<file path="config.mk">
export PLATFORM = sky130hd
export DESIGN_NAME = msi_irq_aggregator
export DESIGN_NICKNAME = d
export VERILOG_FILES = /design/src/rtl/msi_agg_pkg.sv /design/src/rtl/irq_edge_front.sv /design/src/rtl/irq_line_picker.sv /design/src/rtl/irq_msg_fifo.sv /design/src/rtl/msi_irq_aggregator.sv
export SDC_FILE = /design/constraint.sdc
export NUM_CORES = 1
export LEC_CHECK = 0
export ABC_AREA = 1
export BUFFER_PORTS_ARGS = -buffer_cell sky130_fd_sc_hd__clkbuf_2
export CAP_MARGIN = 25
export CELL_PAD_IN_SITES_DETAIL_PLACEMENT = 0
export CELL_PAD_IN_SITES_GLOBAL_PLACEMENT = 2
export CORE_MARGIN = 1
export CORE_UTILIZATION = 37
export CTS_BUF_LIST = sky130_fd_sc_hd__clkbuf_8
export CTS_CLUSTER_DIAMETER = 150
export DETAILED_ROUTE_END_ITERATION = 7
export PLACE_DENSITY_LB_ADDON = 0.1
export SYNTH_ARGS = -nofsm -noshare
export SYNTH_HDL_FRONTEND = slang
export SYNTH_SLANG_ARGS = --single-unit
</file>
<file path="constraint.sdc">
create_clock -name clk -period 3.4 [get_ports clk]
set_clock_uncertainty 0.1 [all_clocks]
set_input_delay 0.17 -clock clk [delete_from_list [all_inputs] [get_ports clk]]
set_output_delay 0.17 -clock clk [all_outputs]
set_load 0.02 [all_outputs]
</file>
<file path="src/rtl/msi_agg_pkg.sv">
package msi_agg_pkg;

  localparam int unsigned WORD_W = 32;

  // Fixed line numbers
  localparam int unsigned LINE_SERIAL   = 5;
  localparam int unsigned LINE_PARALLEL = 7;
  localparam int unsigned LINE_NET      = 8;
  localparam int unsigned LINE_SCSI     = 9;
  localparam int unsigned LINE_AUDIO    = 13;
  localparam int unsigned LINE_SELF     = 14;
  localparam int unsigned LINE_EXP_LO   = 16;
  localparam int unsigned LINE_EXP_HI   = 21;
  localparam int unsigned LINE_HID      = 26;

  localparam int unsigned SUPPRESS_BIT  = 8;
  localparam int unsigned SLOT_BITS     = 5;

  typedef enum logic [2:0] {
    SEL_REQ, SEL_ENA, SEL_CAP, SEL_CTL, SEL_TGT, SEL_NONE
  } reg_sel_e;

  function automatic logic [WORD_W-1:0] impl_lines();
    logic [WORD_W-1:0] m;
    m = '0;
    m[LINE_SERIAL]   = 1'b1;
    m[LINE_PARALLEL] = 1'b1;
    m[LINE_NET]      = 1'b1;
    m[LINE_SCSI]     = 1'b1;
    m[LINE_AUDIO]    = 1'b1;
    m[LINE_SELF]     = 1'b1;
    m[LINE_HID]      = 1'b1;
    for (int i = LINE_EXP_LO; i <= LINE_EXP_HI; i++) m[i] = 1'b1;
    return m;
  endfunction

  // Big-endian byte merge: strobe k covers bits [31-8k -: 8]
  function automatic logic [WORD_W-1:0] be_merge(input logic [WORD_W-1:0] old_v,
                                                 input logic [WORD_W-1:0] new_v,
                                                 input logic [3:0]        be);
    logic [WORD_W-1:0] r;
    r = old_v;
    for (int k = 0; k < 4; k++)
      if (be[k]) r[WORD_W-1-8*k -: 8] = new_v[WORD_W-1-8*k -: 8];
    return r;
  endfunction

endpackage

</file>
<file path="src/rtl/irq_edge_front.sv">
module irq_edge_front #(
  parameter int unsigned N           = 32,
  parameter int unsigned SYNC_STAGES = 2,
  parameter logic [N-1:0] IMPL       = '1
) (
  input  logic         clk,
  input  logic         rst,
  input  logic [N-1:0] lines_in,
  output logic [N-1:0] rise
);

  logic [N-1:0] chain [SYNC_STAGES];
  logic [N-1:0] prev_q;

  always_ff @(posedge clk) begin
    if (rst) chain[0] <= '0;
    else     chain[0] <= lines_in;
  end

  for (genvar s = 1; s < SYNC_STAGES; s++) begin : g_stage
    always_ff @(posedge clk) begin
      if (rst) chain[s] <= '0;
      else     chain[s] <= chain[s-1];
    end
  end

  always_ff @(posedge clk) begin
    if (rst) prev_q <= '0;
    else     prev_q <= chain[SYNC_STAGES-1];
  end

  assign rise = chain[SYNC_STAGES-1] & ~prev_q & IMPL;

  // a held level yields a one-cycle pulse only
  a_r2_single_pulse: assert property (@(posedge clk) disable iff (rst)
    (|rise) |=> ((rise & $past(rise)) == '0));

endmodule

</file>
<file path="src/rtl/irq_line_picker.sv">
module irq_line_picker #(
  parameter int unsigned N = 32
) (
  input  logic [N-1:0] vec,
  output logic [N-1:0] pick
);

  always_comb begin
    logic found;
    found = 1'b0;
    pick  = '0;
    for (int i = 0; i < N; i++) begin
      if (vec[i] && !found) begin
        pick[i] = 1'b1;
        found   = 1'b1;
      end
    end
  end

endmodule

</file>
<file path="src/rtl/irq_msg_fifo.sv">
module irq_msg_fifo #(
  parameter int unsigned W     = 32,
  parameter int unsigned DEPTH = 4
) (
  input  logic         clk,
  input  logic         rst,
  input  logic         push,
  input  logic [W-1:0] push_data,
  output logic         full,
  output logic         out_valid,
  input  logic         out_ready,
  output logic [W-1:0] out_data
);

  localparam int unsigned PTR_W = (DEPTH > 1) ? $clog2(DEPTH) : 1;
  localparam int unsigned CNT_W = $clog2(DEPTH + 1);
  localparam logic [PTR_W-1:0] LAST = PTR_W'(DEPTH - 1);

  logic [W-1:0]     mem [DEPTH];
  logic [PTR_W-1:0] wr_ptr, rd_ptr;
  logic [CNT_W-1:0] count;
  logic             pop;

  assign full = (count == CNT_W'(DEPTH));
  assign pop  = (!out_valid || out_ready) && (count != '0);

  always_ff @(posedge clk) begin
    if (push) mem[wr_ptr] <= push_data;
  end

  always_ff @(posedge clk) begin
    if (rst) begin
      wr_ptr    <= '0;
      rd_ptr    <= '0;
      count     <= '0;
      out_valid <= 1'b0;
      out_data  <= '0;
    end else begin
      if (push) wr_ptr <= (wr_ptr == LAST) ? '0 : wr_ptr + 1'b1;
      if (pop)  rd_ptr <= (rd_ptr == LAST) ? '0 : rd_ptr + 1'b1;
      case ({push, pop})
        2'b10:   count <= count + 1'b1;
        2'b01:   count <= count - 1'b1;
        default: count <= count;
      endcase
      if (pop) begin
        out_valid <= 1'b1;
        out_data  <= mem[rd_ptr];
      end else if (out_ready) begin
        out_valid <= 1'b0;
      end
    end
  end

  // never write into a full queue
  a_r10_no_overflow: assert property (@(posedge clk) disable iff (rst)
    push |-> !full);

  // a stalled message holds steady
  a_r10_hold_stalled: assert property (@(posedge clk) disable iff (rst)
    (out_valid && !out_ready) |=> (out_valid && $stable(out_data)));

endmodule

</file>
<file path="src/rtl/msi_irq_aggregator.sv">
module msi_irq_aggregator
  import msi_agg_pkg::*;
#(
  parameter int unsigned ADDR_W      = 6,
  parameter int unsigned FIFO_DEPTH  = 4,
  parameter int unsigned SYNC_STAGES = 2,
  parameter logic [31:0] ADDR_RST    = 32'hF000_0003
) (
  input  logic              clk,
  input  logic              rst,
  input  logic [31:0]       irq_lines,
  input  logic              reg_req,
  input  logic              reg_we,
  input  logic [ADDR_W-1:0] reg_addr,
  input  logic [3:0]        reg_be,
  input  logic [31:0]       reg_wdata,
  output logic [31:0]       reg_rdata,
  output logic              reg_rvalid,
  output logic              msg_valid,
  input  logic              msg_ready,
  output logic [31:0]       msg_addr,
  output logic [31:0]       msg_data
);

  localparam logic [WORD_W-1:0] IMPL = impl_lines();
  localparam logic [WORD_W-1:0] SLOT_MASK = WORD_W'((1 << SLOT_BITS) - 1);

  logic [WORD_W-1:0] req_q, ena_q, cap_q, tgt_q, todo_q;
  logic              susp_q;
  logic [WORD_W-1:0] rise, pick, grant, fifo_out;
  logic              fifo_full, push;
  reg_sel_e          sel;
  logic              rd, wr;

  irq_edge_front #(
    .N(WORD_W), .SYNC_STAGES(SYNC_STAGES), .IMPL(IMPL)
  ) u_front (
    .clk(clk), .rst(rst), .lines_in(irq_lines), .rise(rise)
  );

  irq_line_picker #(.N(WORD_W)) u_pick (
    .vec(todo_q), .pick(pick)
  );

  irq_msg_fifo #(.W(WORD_W), .DEPTH(FIFO_DEPTH)) u_fifo (
    .clk(clk), .rst(rst),
    .push(push), .push_data(tgt_q), .full(fifo_full),
    .out_valid(msg_valid), .out_ready(msg_ready), .out_data(fifo_out)
  );

  // Address decode
  always_comb begin
    case (reg_addr)
      ADDR_W'(0): sel = SEL_REQ;
      ADDR_W'(1): sel = SEL_ENA;
      ADDR_W'(2): sel = SEL_CAP;
      ADDR_W'(3): sel = SEL_CTL;
      ADDR_W'(4): sel = SEL_TGT;
      default:    sel = SEL_NONE;
    endcase
  end

  assign rd    = reg_req && !reg_we;
  assign wr    = reg_req && reg_we;
  assign grant = fifo_full ? '0 : pick;
  assign push  = |grant;

  // Register file and event tracking
  always_ff @(posedge clk) begin
    if (rst) begin
      req_q  <= '0;
      ena_q  <= '0;
      cap_q  <= '0;
      susp_q <= 1'b0;
      tgt_q  <= ADDR_RST;
      todo_q <= '0;
    end else begin
      req_q <= req_q | (rise & ena_q);
      if (reg_req && sel == SEL_CAP) cap_q <= rise;
      else                           cap_q <= cap_q | rise;
      todo_q <= (todo_q & ~grant) | (susp_q ? '0 : (rise & ena_q));
      if (wr) begin
        case (sel)
          SEL_ENA: ena_q  <= be_merge(ena_q, reg_wdata, reg_be) & IMPL;
          SEL_CTL: if (reg_be[2]) susp_q <= reg_wdata[SUPPRESS_BIT];
          SEL_TGT: tgt_q  <= be_merge(tgt_q, reg_wdata, reg_be);
          default: ;
        endcase
      end
    end
  end

  // Registered read port
  always_ff @(posedge clk) begin
    if (rst) begin
      reg_rdata  <= '0;
      reg_rvalid <= 1'b0;
    end else begin
      reg_rvalid <= rd;
      if (rd) begin
        case (sel)
          SEL_REQ: reg_rdata <= req_q;
          SEL_ENA: reg_rdata <= ena_q;
          SEL_CAP: reg_rdata <= cap_q;
          SEL_CTL: reg_rdata <= WORD_W'(susp_q) << SUPPRESS_BIT;
          SEL_TGT: reg_rdata <= tgt_q;
          default: reg_rdata <= '0;
        endcase
      end
    end
  end

  assign msg_addr = fifo_out & ~SLOT_MASK;
  assign msg_data = fifo_out & SLOT_MASK;

  // captured bits only drop on a capture-word access
  a_r2_cap_sticky: assert property (@(posedge clk) disable iff (rst)
    !(reg_req && sel == SEL_CAP) |=> (($past(cap_q) & ~cap_q) == '0));

  // with suppression on and nothing outstanding, nothing new is queued
  a_r4_suppress: assert property (@(posedge clk) disable iff (rst)
    (susp_q && todo_q == '0) |=> (todo_q == '0));

  // a capture read returns the pre-clear value
  a_r5_cap_read: assert property (@(posedge clk) disable iff (rst)
    (rd && sel == SEL_CAP) |=> (reg_rdata == $past(cap_q)));

  // control reads expose only the suppress bit
  a_r6_ctl_read: assert property (@(posedge clk) disable iff (rst)
    (rd && sel == SEL_CTL) |=> ((reg_rdata & ~(WORD_W'(1) << SUPPRESS_BIT)) == '0));

  // request word holds only implemented lines
  a_r7_req_impl: assert property (@(posedge clk) disable iff (rst)
    (req_q & ~IMPL) == '0);

  // unmapped reads return zero
  a_r11_unmapped: assert property (@(posedge clk) disable iff (rst)
    (rd && sel == SEL_NONE) |=> (reg_rdata == '0));

endmodule

</file>
==> impl_results.md, run 1 <==
* Outcome: complete, no violations
* Die footprint at between 0.03 and 0.04 mm²
* Detailed Route WL at 32.8 mm
* Measured slew at the worst slew-check pin at 0.895 ns
* Initial antenna violation count at 0
* GP Congestion at 0.729
* RSZ-0062 raised after global routing: no
* Compound-Gate Fraction of Synth Area at 12.5%
* Max_cap viols at 0
* Mux contribution to synthesized area at 0%
* Top_reg_cell synth: dfxtp_1
* Final cell count without fillers at around 2,100
* ANT nets after route at 0
* Syn. warnings at 0
* CP Capture Point: ena_q[26]
* Hold Startpoint: reg_be[3]
* Commonest non-fill, non-tap cells in the layout: 297 x nor2_1, 215 x dfxtp_1, 128 x edfxtp_1
* CP Class: input port to register
* Buffers plus inverters on the worst setup path at 7
* Min-delay worst type: input port to register
* Critical R2R Capture: u_fifo.count[2]
* Layout cell share with drive strength beyond 1 at 17.1%
* Buffers on Ports at about 130
* Area after DPL at 0.0140 mm²
* Post-Place Cells at 1,908
* Clock power frac at 34.8%
* Arrival time worst endpoint at between 3 and 4 ns
* Clock Path Buffers at 3
* Dpl hpwl at 19.5 mm
* CP cell instances: dlygate4sd3_1 -> clkbuf_2 -> nor2_1 -> dlygate4sd3_1 -> inv_2 -> nor4_4 -> buf_4 -> dlygate4sd3_1 -> nand3_1 -> a21oi_1 -> dlygate4sd3_1
* Cell mode on critical path: dlygate4sd3_1
* Instance count on the critical path at 11
* Clock sinks at 344
* Placeable Area at 0.0345 mm²
* FMAX at 340 MHz
* Avg Vias per Cell at 4.60
* Cell count after synthesis at 1,374
* Ports at 177
* Vias in the first global route at 9,198
* DRT Pass-1 Iters at 4
* Via count at slightly below 10,000
* Final core occ at 46.1%
* Clk slew on worst S/H paths at 0.06 ns
* Combinational family with the most area after synthesis: simple AND/OR/NAND/NOR gates
* Die Wd at ~190 µm
* Total Routing Usage GR at 18.5%
* Remaining DRCs at 0
* Fin. Hold Viols at 0
* Slew Limit Headroom at between 40% and 50%
* Crit path largest cell delay at roughly 0.70 ns
* Slew Limit Fails at 0
* Cts bufs inserted at 58
* Seq cells post-synth at 344
* R2R depth at 12
* Internal at roughly 7100 µW
* Most common cell after layout, fill and taps aside: nor2_1
* Area grow syn2layout at 22.6%
* Fin crit period at 2.95 ns
* Pin count of the biggest net entering global routing at 117
* CP Launch Point: reg_addr[3]
* Row Count at 68
* Root buffer cell: clkbuf_8
* Syn avg cell area at between 9 and 10 µm²
* Design area at approximately 0.016 mm²
* Async SR Flop Fraction at 0%
* ANT cells at 0
* Netlist cell types at 35
* Sw Share at 31.2%
* Post-synth EDFFs at 128
* Initial Utilization at between 30% and 40%
* Worst VDD drop at about 0.35 mV
* Leak at between 0.006 and 0.007 µW
* Global-route wire length before repair at just over 50 mm
* CP endpoint kind: register
* Synth Area in Adders at 0.735%
* CP Data Required Time at 3.85 ns
* Slowest CP cell: dlygate4sd3_1
* CTS tree: yes
* Simple-gate area share of the yosys netlist at about 16%
* Die Height at between 150 and 200 µm
* Mapped cell area at 0.0129 mm²
* Comb pwr share at 20.4%
* Fin Hold WS at 0.0656 ns
* Startpoint types: input port
* Post-synthesis sequential area ratio at 63.1%
* Fill count at 3,425
* Total gr overflow at 0
* H-tree Lvls at 2
* # nets final at 1,670
* R2R setup slack at roughly 0.85 ns
* Final Cycle Share at 86.6%
* Drt wl/cell at 15.7 µm
* P_sw at 3230 µW
* XOR/XNOR Fraction of Synth Area at 0%
* CP Max Fanout at 4
* Setup TNS at 0 ns
* Power Density at 653 mW/mm²
* Endpoints failing setup at 0
* Worst-Skew Late Latency at 0.62 ns
* Sequential share of power at between 40% and 50%
* Starting DRT DRC Count at 466
* Worst r2r src: todo_q[20]
* Top delay family on crit path: buffers and inverters
[layer usage]
metal  track usage [%]  wire length, µm
met5                 0                0
met4              6.08              748
met3              3.95             1300
met2              30.2            15200
met1              24.5            15500
[worst min path at each step]
stage	end	slack, ns	cells after the start
after CTS	tgt_q[0]	0.008	7
after global routing	tgt_q[0]	0.07	7
after detailed placement	u_front.chain[0][20]	0.27	3
after global placement	u_front.chain[0][19]	0.26	3
after floorplan	u_front.chain[0][13]	0.18	2
final	tgt_q[1]	0.07	7
[tightest hold or removal path, stage by stage]
cell      delay (ns)
clkbuf_2        0.08
inv_1           0.05
nor2_1          0.05
nand2_1         0.06
buf_4           0.20
nand2_1         0.07
nand3_1         0.07
[cell families after synthesis]
family	after synthesis
AND/OR/NAND/NOR	494
flip-flops	344
AO/OA/AOI/OAI	304
buffers and inverters	224
adder cells (fa/ha/maj)	7
other	1
[cell usage after synthesis, types with 6 or more instances]
library cell  count  area, µm²
nor2_1          303       1140
a22oi_1          12       90.1
nor3_1            6       30.0
nor2_4            6       67.6
o21ai_0         124        621
nand3_1          41        205
a21oi_1          81        405
o21ai_1          44        220
inv_1            98        368
edfxtp_1        128       3840
dfxtp_1         216       4320
ha_1              6       75.1
clkbuf_1         63        236
nand2_1         119        447
inv_2            26       97.6
buf_4            32        240
a31oi_1          35        219
[per-stage QoR]
stage               total power (µW)  setup WS (ns)
finish                         10400          0.455
global route                   11000          0.381
CTS                            10500         0.0904
detailed placement              6810          0.768
global placement                6790          0.821
floorplan                       6170          0.687
[sequential cells by signal, summed over array words and instances, names as in the netlist]
register,cells
u_fifo.mem,128
reg_rdata,32
tgt_q,32
todo_q,32
u_fifo.out_data,32
u_front.chain,26
cap_q,13
ena_q,13
req_q,13
u_front.prev_q,13
u_fifo.count,3
u_fifo.rd_ptr,2
u_fifo.wr_ptr,2
reg_rvalid,1
susp_q,1
u_fifo.out_valid,1
[power groups by stage]
| stage | clock network [µW] | logic (µW) | registers (µW) |
|---|---|---|---|
| floorplan | 0 | 1260 | 4910 |
| global placement | 0 | 2070 | 4720 |
| detailed placement | 0 | 2080 | 4730 |
| CTS | 3750 | 2140 | 4640 |
| global route | 3940 | 2390 | 4660 |
| finish | 3610 | 2120 | 4640 |
[final cells by class]
cell class / count / area [µm²] / area share, %
clock buffers: 75 / 1030 / 6.50
clock inverters: 34 / 140 / 0.883
inverters: 127 / 477 / 3.00
multi-input cells: 837 / 3980 / 25.1
flip-flops and latches: 344 / 8170 / 51.5
well taps: 455 / 569 / 3.59
repair buffers: 216 / 1500 / 9.48
[what timing repair did]
action	CTS	global route
endpoints found under the hold margin	85	0
hold buffers	67	0
gates resized for setup	0	0
setup endpoints to repair	0	3
buffers inserted	0	3
No activity file was read; power rests on OpenSTA's default activity.
==> inputs of run 2 (changes only) <==
==> constraint.sdc (replaced) <==
create_clock -name clk -period 3.4 [get_ports clk]
set_clock_uncertainty 0.1 [all_clocks]
set_input_delay 0.51 -clock clk [delete_from_list [all_inputs] [get_ports clk]]
set_output_delay 0.51 -clock clk [all_outputs]
set_load 0.005 [all_outputs]
==> impl_results.md, run 2 (synthesis results as in run 1) <==
* Endpoints failing setup at 0 (unchanged)
* Die Height at 189 µm (unchanged)
* Die Wd at 189 µm (unchanged)
* H-tree Lvls at 2 (unchanged)
* Final core occ at 44.7% (was 46.1%)
* Top reg by flops: u_fifo.mem (unchanged)
* Fin crit period at 2.63 ns (was 2.95 ns)
* CP endpoint kind: register (unchanged)
* Max FFs per register at 128 (unchanged)
* Row Count at 68 (unchanged)
* Ports at 177 (unchanged)
* Outcome: complete, no violations (unchanged)
* CP Max Fanout at 3 (was 4)
* DRT Pass-1 Iters at 5 (was 4)
* Initial Utilization at 37.6% (unchanged)
* CP Class: register to register (was input port to register)
* ANT cells at 0 (unchanged)
* Clk slew on worst S/H paths at 0.06 ns (about the same)
* Dpl ws at 0.714 ns (was 0.768 ns)
* Fill count at 3,406 (was 3,425)
* Max_cap viols at 0 (unchanged)
* Pin count of the biggest net entering global routing at 101 (was 117)
* Leak at 0.00618 µW (was 0.00641 µW)
* Drt wl/cell at 15.4 µm (was 15.7 µm)
* Remaining DRCs at 0 (unchanged)
* CP Launch Point: todo_q[14] (was reg_addr[3])
* # nets final at 1,622 (was 1,670)
* Commonest non-fill, non-tap cells in the layout: 297 x nor2_1, 215 x dfxtp_1, 128 x edfxtp_1 (unchanged)
* Arrival time worst endpoint at 3.00 ns (was 3.40 ns)
* Starting DRT DRC Count at 397 (was 466)
* FMAX at 381 MHz (was 340 MHz)
* CTS tree: yes (unchanged)
* Layout cell share with drive strength beyond 1 at 18.1% (was 17.1%)
* Final Cycle Share at 77.3% (was 86.6%)
* Slew Limit Fails at 0 (unchanged)
* ANT nets after route at 0 (unchanged)
* Clock sinks at 344 (unchanged)
* Global-route wire length before repair at 49.5 mm (was 51.2 mm)
* Fin. Hold Viols at 0 (unchanged)
* Total Routing Usage GR at 17.9% (was 18.5%)
* Most common cell after layout, fill and taps aside: nor2_1 (unchanged)
* Post-CTS sizing at 0 (unchanged)
* Root buffer cell: clkbuf_8 (unchanged)
* Buffers on Ports at 125 (unchanged)
* Worst-Skew Late Latency at 0.61 ns (was 0.62 ns)
* Hold Startpoint: reg_wdata[10] (was reg_be[3])
* Slew Limit Headroom at 49.5% (was 40.3%)
* Power Density at 655 mW/mm² (was 653 mW/mm²)
* Die footprint at 0.0357 mm² (unchanged)
* Detailed Route WL at 31.5 mm (was 32.8 mm)
* Avg Vias per Cell at 4.60 (about the same)
* Via count at 9,367 (was 9,601)
* Area grow syn2layout at 19.1% (was 22.6%)
* GP Congestion at 0.747 (was 0.729)
* RSZ-0062 raised after global routing: no (unchanged)
* Crit path setup slack, layout at 0.772 ns (was 0.455 ns)
* Measured slew at the worst slew-check pin at 0.756 ns (was 0.895 ns)
* CP Data Required Time at 3.77 ns (was 3.85 ns)
* Min-delay worst type: input port to register (unchanged)
* Total gr overflow at 0 (unchanged)
* Dpl hpwl at 19.7 mm (was 19.5 mm)
* Startpoint types: register (was input port)
* Setup TNS at 0 ns (unchanged)
* Worst r2r src: todo_q[14] (was todo_q[20])
* Cts bufs inserted at 58 (unchanged)
* Vias in the first global route at 8,962 (was 9,198)
* Placeable Area at 0.0345 mm² (unchanged)
* Initial antenna violation count at 0 (unchanged)
* Worst VDD drop at 0.337 mV (was 0.349 mV)
* Clock Path Buffers at 3 (unchanged)
## run 2: final timing paths
kind                              end  slack [ns]  depth (start not counted)
setup / recovery      u_fifo.count[2]        0.77                         12
hold / removal              tgt_q[10]        0.06                          3
setup reg to reg      u_fifo.count[2]        0.77                         12
hold reg to reg   u_front.chain[1][8]        0.30                          2
## run 2: cell type report
class / instances / area (µm²) / share of cell area [%]
clock inverter: 33 / 151 / 0.983
inverter: 127 / 477 / 3.09
multi-input combinational: 837 / 3980 / 25.8
timing repair buffer: 168 / 1050 / 6.79
clock buffer: 74 / 1020 / 6.61
tap: 455 / 569 / 3.69
sequential: 344 / 8170 / 53.0
## run 2: power breakdown
| part | switching (µW) | total [µW] | internal (µW) | leakage, µW |
|---|---|---|---|---|
| Clock | 1660 | 3610 | 1950 | 0.000680 |
| Combinational | 1190 | 1820 | 638 | 0.00259 |
| Sequential | 162 | 4660 | 4500 | 0.00291 |
| Total | 3010 | 10100 | 7090 | 0.00618 |
## run 2: what timing repair did
| item | in CTS | in global routing |
|---|---|---|
| hold buffers | 20 | 0 |
| buffers inserted | 0 | 0 |
| endpoints found under the hold margin | 20 | 0 |
## run 2: metrics by stage
step	power (µW)	hold WS [ns]	std cells	instance area [µm²]
global placement	6560	0.289	1909	14000
CTS	10300	0.00830	2036	15400
global route	10700	0.0373	2038	15400
floorplan	5930	0.288	1405	13100
finish	10100	0.0595	2038	15400
detailed placement	6570	0.292	1909	14000
## run 2: worst max-delay path: stages, from the launching register on
cell and delay (ns):
dfxtp_1 0.33, inv_2 0.08, nand2_1 0.05, nor4_1 0.42
nand4_1 0.15, o21ai_1 0.24, ha_1 0.18, inv_1 0.07
fa_1 0.43, a21oi_1 0.14, o21ai_0 0.12, o21ai_1 0.13
a21oi_1 0.05
## run 2: routing by layer
layer,part of all wire (%),global-route usage (%),vias to the layer above
li1,-,-,4846
met1,47,23.4,4303
met2,47,29.9,178
met3,4.2,3.52,40
met4,1.8,5.27,0
met5,0,0,-
==> inputs of run 3 (changes only) <==
ABC_AREA = 0   (was 1)
CORE_UTILIZATION = 36   (was 37)
clock period = 2.39 ns   (was 3.4 ns; I/O delays follow)
==> impl_results.md, run 3 <==
* Die footprint at 0.0360 mm² (was 0.0357 mm²)
* Via count at 8,666 (was 9,367)
* Fin Hold WS at 0.117 ns (was 0.0595 ns)
* Fill count at 3,210 (was 3,406)
* Fin crit period at 2.55 ns (was 2.63 ns)
* Cts bufs inserted at 58 (unchanged)
* Final Cycle Share at 107% (was 77.3%)
* Crit path setup slack, layout at -0.161 ns (was 0.772 ns)
* Slew Limit Headroom at 56.1% (was 49.5%)
* Initial Utilization at 36.6% (was 37.6%)
* Max FFs per register at 128 (unchanged)
* Row Count at 68 (unchanged)
* H-tree Lvls at 2 (unchanged)
* Avg Vias per Cell at 4.76 (was 4.60)
* Violated checks: negative setup slack
* ANT nets after route at 0 (unchanged)
* Total Routing Usage GR at 17.2% (was 17.9%)
* Total gr overflow at 0 (unchanged)
* Cell count after synthesis at 1,069 (was 1,374)
* FMAX at 392 MHz (was 381 MHz)
* Netlist cell types at 47 (was 35)
* GR Util met2 at 27.6% (was 29.9%)
* Die Wd at 190 µm (was 189 µm)
* Syn. warnings at 0 (unchanged)
* Die Height at 190 µm (was 189 µm)
* Top_reg_cell synth: dfxtp_1 (unchanged)
* Worst-Skew Late Latency at 0.60 ns (was 0.61 ns)
* CTS tree: yes (unchanged)
* Fin. Hold Viols at 0 (unchanged)
* Met1 usage at 23.2% (was 23.4%)
* Post-synthesis sequential area ratio at 64.4% (was 63.1%)
* XOR/XNOR Fraction of Synth Area at 0.138% (was 0%)
* Measured slew at the worst slew-check pin at 0.658 ns (was 0.756 ns)
* Global route hottest layer: met2 (unchanged)
* Simple-gate area share of the yosys netlist at 13.9% (was 16.2%)
* Cell taking the most area after synthesis: dfxtp_1 (unchanged)
* Final cell count without fillers at 1,820 (was 2,038)
* Most common cell after layout, fill and taps aside: dfxtp_1 (was nor2_1)
* Count leader, synth: dfxtp_1 (was nor2_1)
* Pin count of the biggest net entering global routing at 69 (was 101)
* Ranking of synthesized cells by area: dfxtp_1 34%, edfxtp_1 30%, mux4_2 5.7%, a21oi_1 4.5%, nand2_1 3.5% (was dfxtp_1 33%, edfxtp_1 30%, nor2_1 8.8%, o21ai_0 4.8%, nand2_1 3.5%)
* ANT cells at 0 (unchanged)
* Outcome: finished with violations (was complete, no violations)
* Combinational family with the most area after synthesis: simple AND/OR/NAND/NOR gates (unchanged)
* Ports at 177 (unchanged)
* Min-delay worst type: input port to register (unchanged)
* Slew Limit Fails at 0 (unchanged)
* Synth top cells by count: 216 x dfxtp_1, 128 x edfxtp_1, 118 x nand2_1, 113 x a21oi_1, 86 x nor2_1 (was 303 x nor2_1, 216 x dfxtp_1, 128 x edfxtp_1, 124 x o21ai_0, 119 x nand2_1)
* Buffers on Ports at 125 (unchanged)
* # nets final at 1,403 (was 1,622)
* Endpoints failing setup at 130 (was 0)
* Pwr Total at 14,400 µW (was 10,100 µW)
* Max_cap viols at 0 (unchanged)
* Async SR Flop Fraction at 0% (unchanged)
* Syn avg cell area at 11.9 µm² (was 9.42 µm²)
* Area of the multi-input gates at 0.00417 mm² (was 0.00398 mm²)
* Grt met3 use at 3.45% (was 3.52%)
* Post-synth EDFFs at 128 (unchanged)
* Leak at 0.00624 µW (was 0.00618 µW)
* Compound-Gate Fraction of Synth Area at 7.77% (was 12.5%)
* Mux contribution to synthesized area at 8.62% (was 0%)
* Startpoint types: register (unchanged)
* CP Class: register to register (unchanged)
* CP Data Required Time at 2.80 ns (was 3.77 ns)
* Starting DRT DRC Count at 462 (was 397)
* Post-Place Cells at 1,647 (was 1,909)
* CP Max Fanout at 2 (was 3)
* DRT Pass-1 Iters at 5 (unchanged)
* Layout cell share with drive strength beyond 1 at 26.1% (was 18.1%)
* Share of the synthesized area in the top cell type at 34.1% (was 33.4%)
* Remaining DRCs at 0 (unchanged)
* CP endpoint kind: register (unchanged)
* Clock sinks at 344 (unchanged)
* Top reg by flops: u_fifo.mem (unchanged)
* Synth Area in Adders at 0.750% (was 0.735%)
* Seq cells post-synth at 344 (unchanged)
* Power Density at 888 mW/mm² (was 655 mW/mm²)
* Initial antenna violation count at 0 (unchanged)
* Mapped cell area at 0.0127 mm² (was 0.0129 mm²)
* Arrival time worst endpoint at 2.96 ns (was 3.00 ns)
* Area grow syn2layout at 27.7% (was 19.1%)
* RSZ-0062 raised after global routing: yes (was no)
* Worst VDD drop at 0.466 mV (was 0.337 mV)
* Clk slew on worst S/H paths at 0.06 ns (about the same)
* GP Congestion at 0.746 (was 0.747)
* Placeable Area at 0.0346 mm² (was 0.0345 mm²)
* Setup TNS at -5.96 ns (was 0 ns)
* Root buffer cell: clkbuf_8 (unchanged)
* Global-route wire length before repair at 47.6 mm (was 49.5 mm)
* Dpl hpwl at 19.7 mm (about the same)
* Vias in the first global route at 8,479 (was 8,962)
* Register area at 0.00818 mm² (was 0.00817 mm²)
* Final core occ at 46.7% (was 44.7%)
* Drt wl/cell at 17.4 µm (was 15.4 µm)
* Clock Path Buffers at 3 (unchanged)
* Commonest non-fill, non-tap cells in the layout: 210 x dfxtp_1, 128 x edfxtp_1, 124 x clkbuf_2 (was 297 x nor2_1, 215 x dfxtp_1, 128 x edfxtp_1)
* Detailed Route WL at 31.7 mm (was 31.5 mm)
==> run 3: cell count changes after synthesis, moves of 32 or more <==
cell	previous run	this run
nor2b_1	0	53
mux4_2	0	32
inv_1	98	18
o21ai_1	44	0
nor2_1	303	86
a21oi_1	81	113
o21ai_0	124	18
mux2i_1	0	36
==> run 3: critical path: stages, from the launching register on <==
cell and delay [ns]:
dfxtp_2 0.32, nor4_2 0.29, nand4_1 0.14, buf_6 0.15
nor4_4 0.22, nor2_1 0.06, inv_1 0.06, ha_2 0.17
inv_2 0.04, fa_2 0.32, xor2_1 0.16, or3_1 0.31
a21oi_1 0.12
==> run 3: kinds of logic after synthesis <==
family	Yosys count
fa+ha+maj	7
compound gates	170
other cells	1
mux	69
xor+xnor	2
flops	344
simple gates	363
buf+inv	113
==> run 3: stage by stage <==
step	cell area, µm²	setup slack, ns
floorplan	12800	-0.0840
global placement	14100	-0.256
detailed placement	14100	-0.298
CTS	15900	-0.152
global route	16200	-0.322
finish	16200	-0.161
==> run 3: what timing repair did <==
action                     in CTS  in global routing
pin swaps                       6                  9
hold endpoints to repair       60                  0
hold buffers                   46                  0
gates resized for setup         5                 17
cloned                          0                 12
setup endpoints to repair     130                130
buffers inserted                5                  2
==> run 3: cell type report <==
cell class	instances	area share (%)
sequential	344	50.5
timing repair buffer	250	12.2
inverter	20	0.464
tap	455	3.52
clock buffer	72	6.12
clock inverter	36	1.48
multi-input combinational	643	25.7
==> run 3: where the power goes <==
part | switching (µW) | internal, µW
logic | 1410 | 997
registers | 196 | 6380
clock network | 2350 | 3050
total | 3960 | 10400
==> run 3: worst paths after layout <==
path	startpoint	depth (start not counted)	to	slack, ns
setup / recovery	todo_q[8]	12	u_fifo.count[2]	-0.16
hold / removal	reg_be[0]	4	ena_q[26]	0.12
setup reg to reg	todo_q[8]	12	u_fifo.count[2]	-0.16
hold reg to reg	u_front.chain[0][9]	1	u_front.chain[1][9]	0.33
==> run 3: metal layers <==
layer,up-vias,routed length (µm)
met5,-,0
met4,0,602
met3,49,1420
met2,210,15000
met1,4139,14700
li1,4268,-
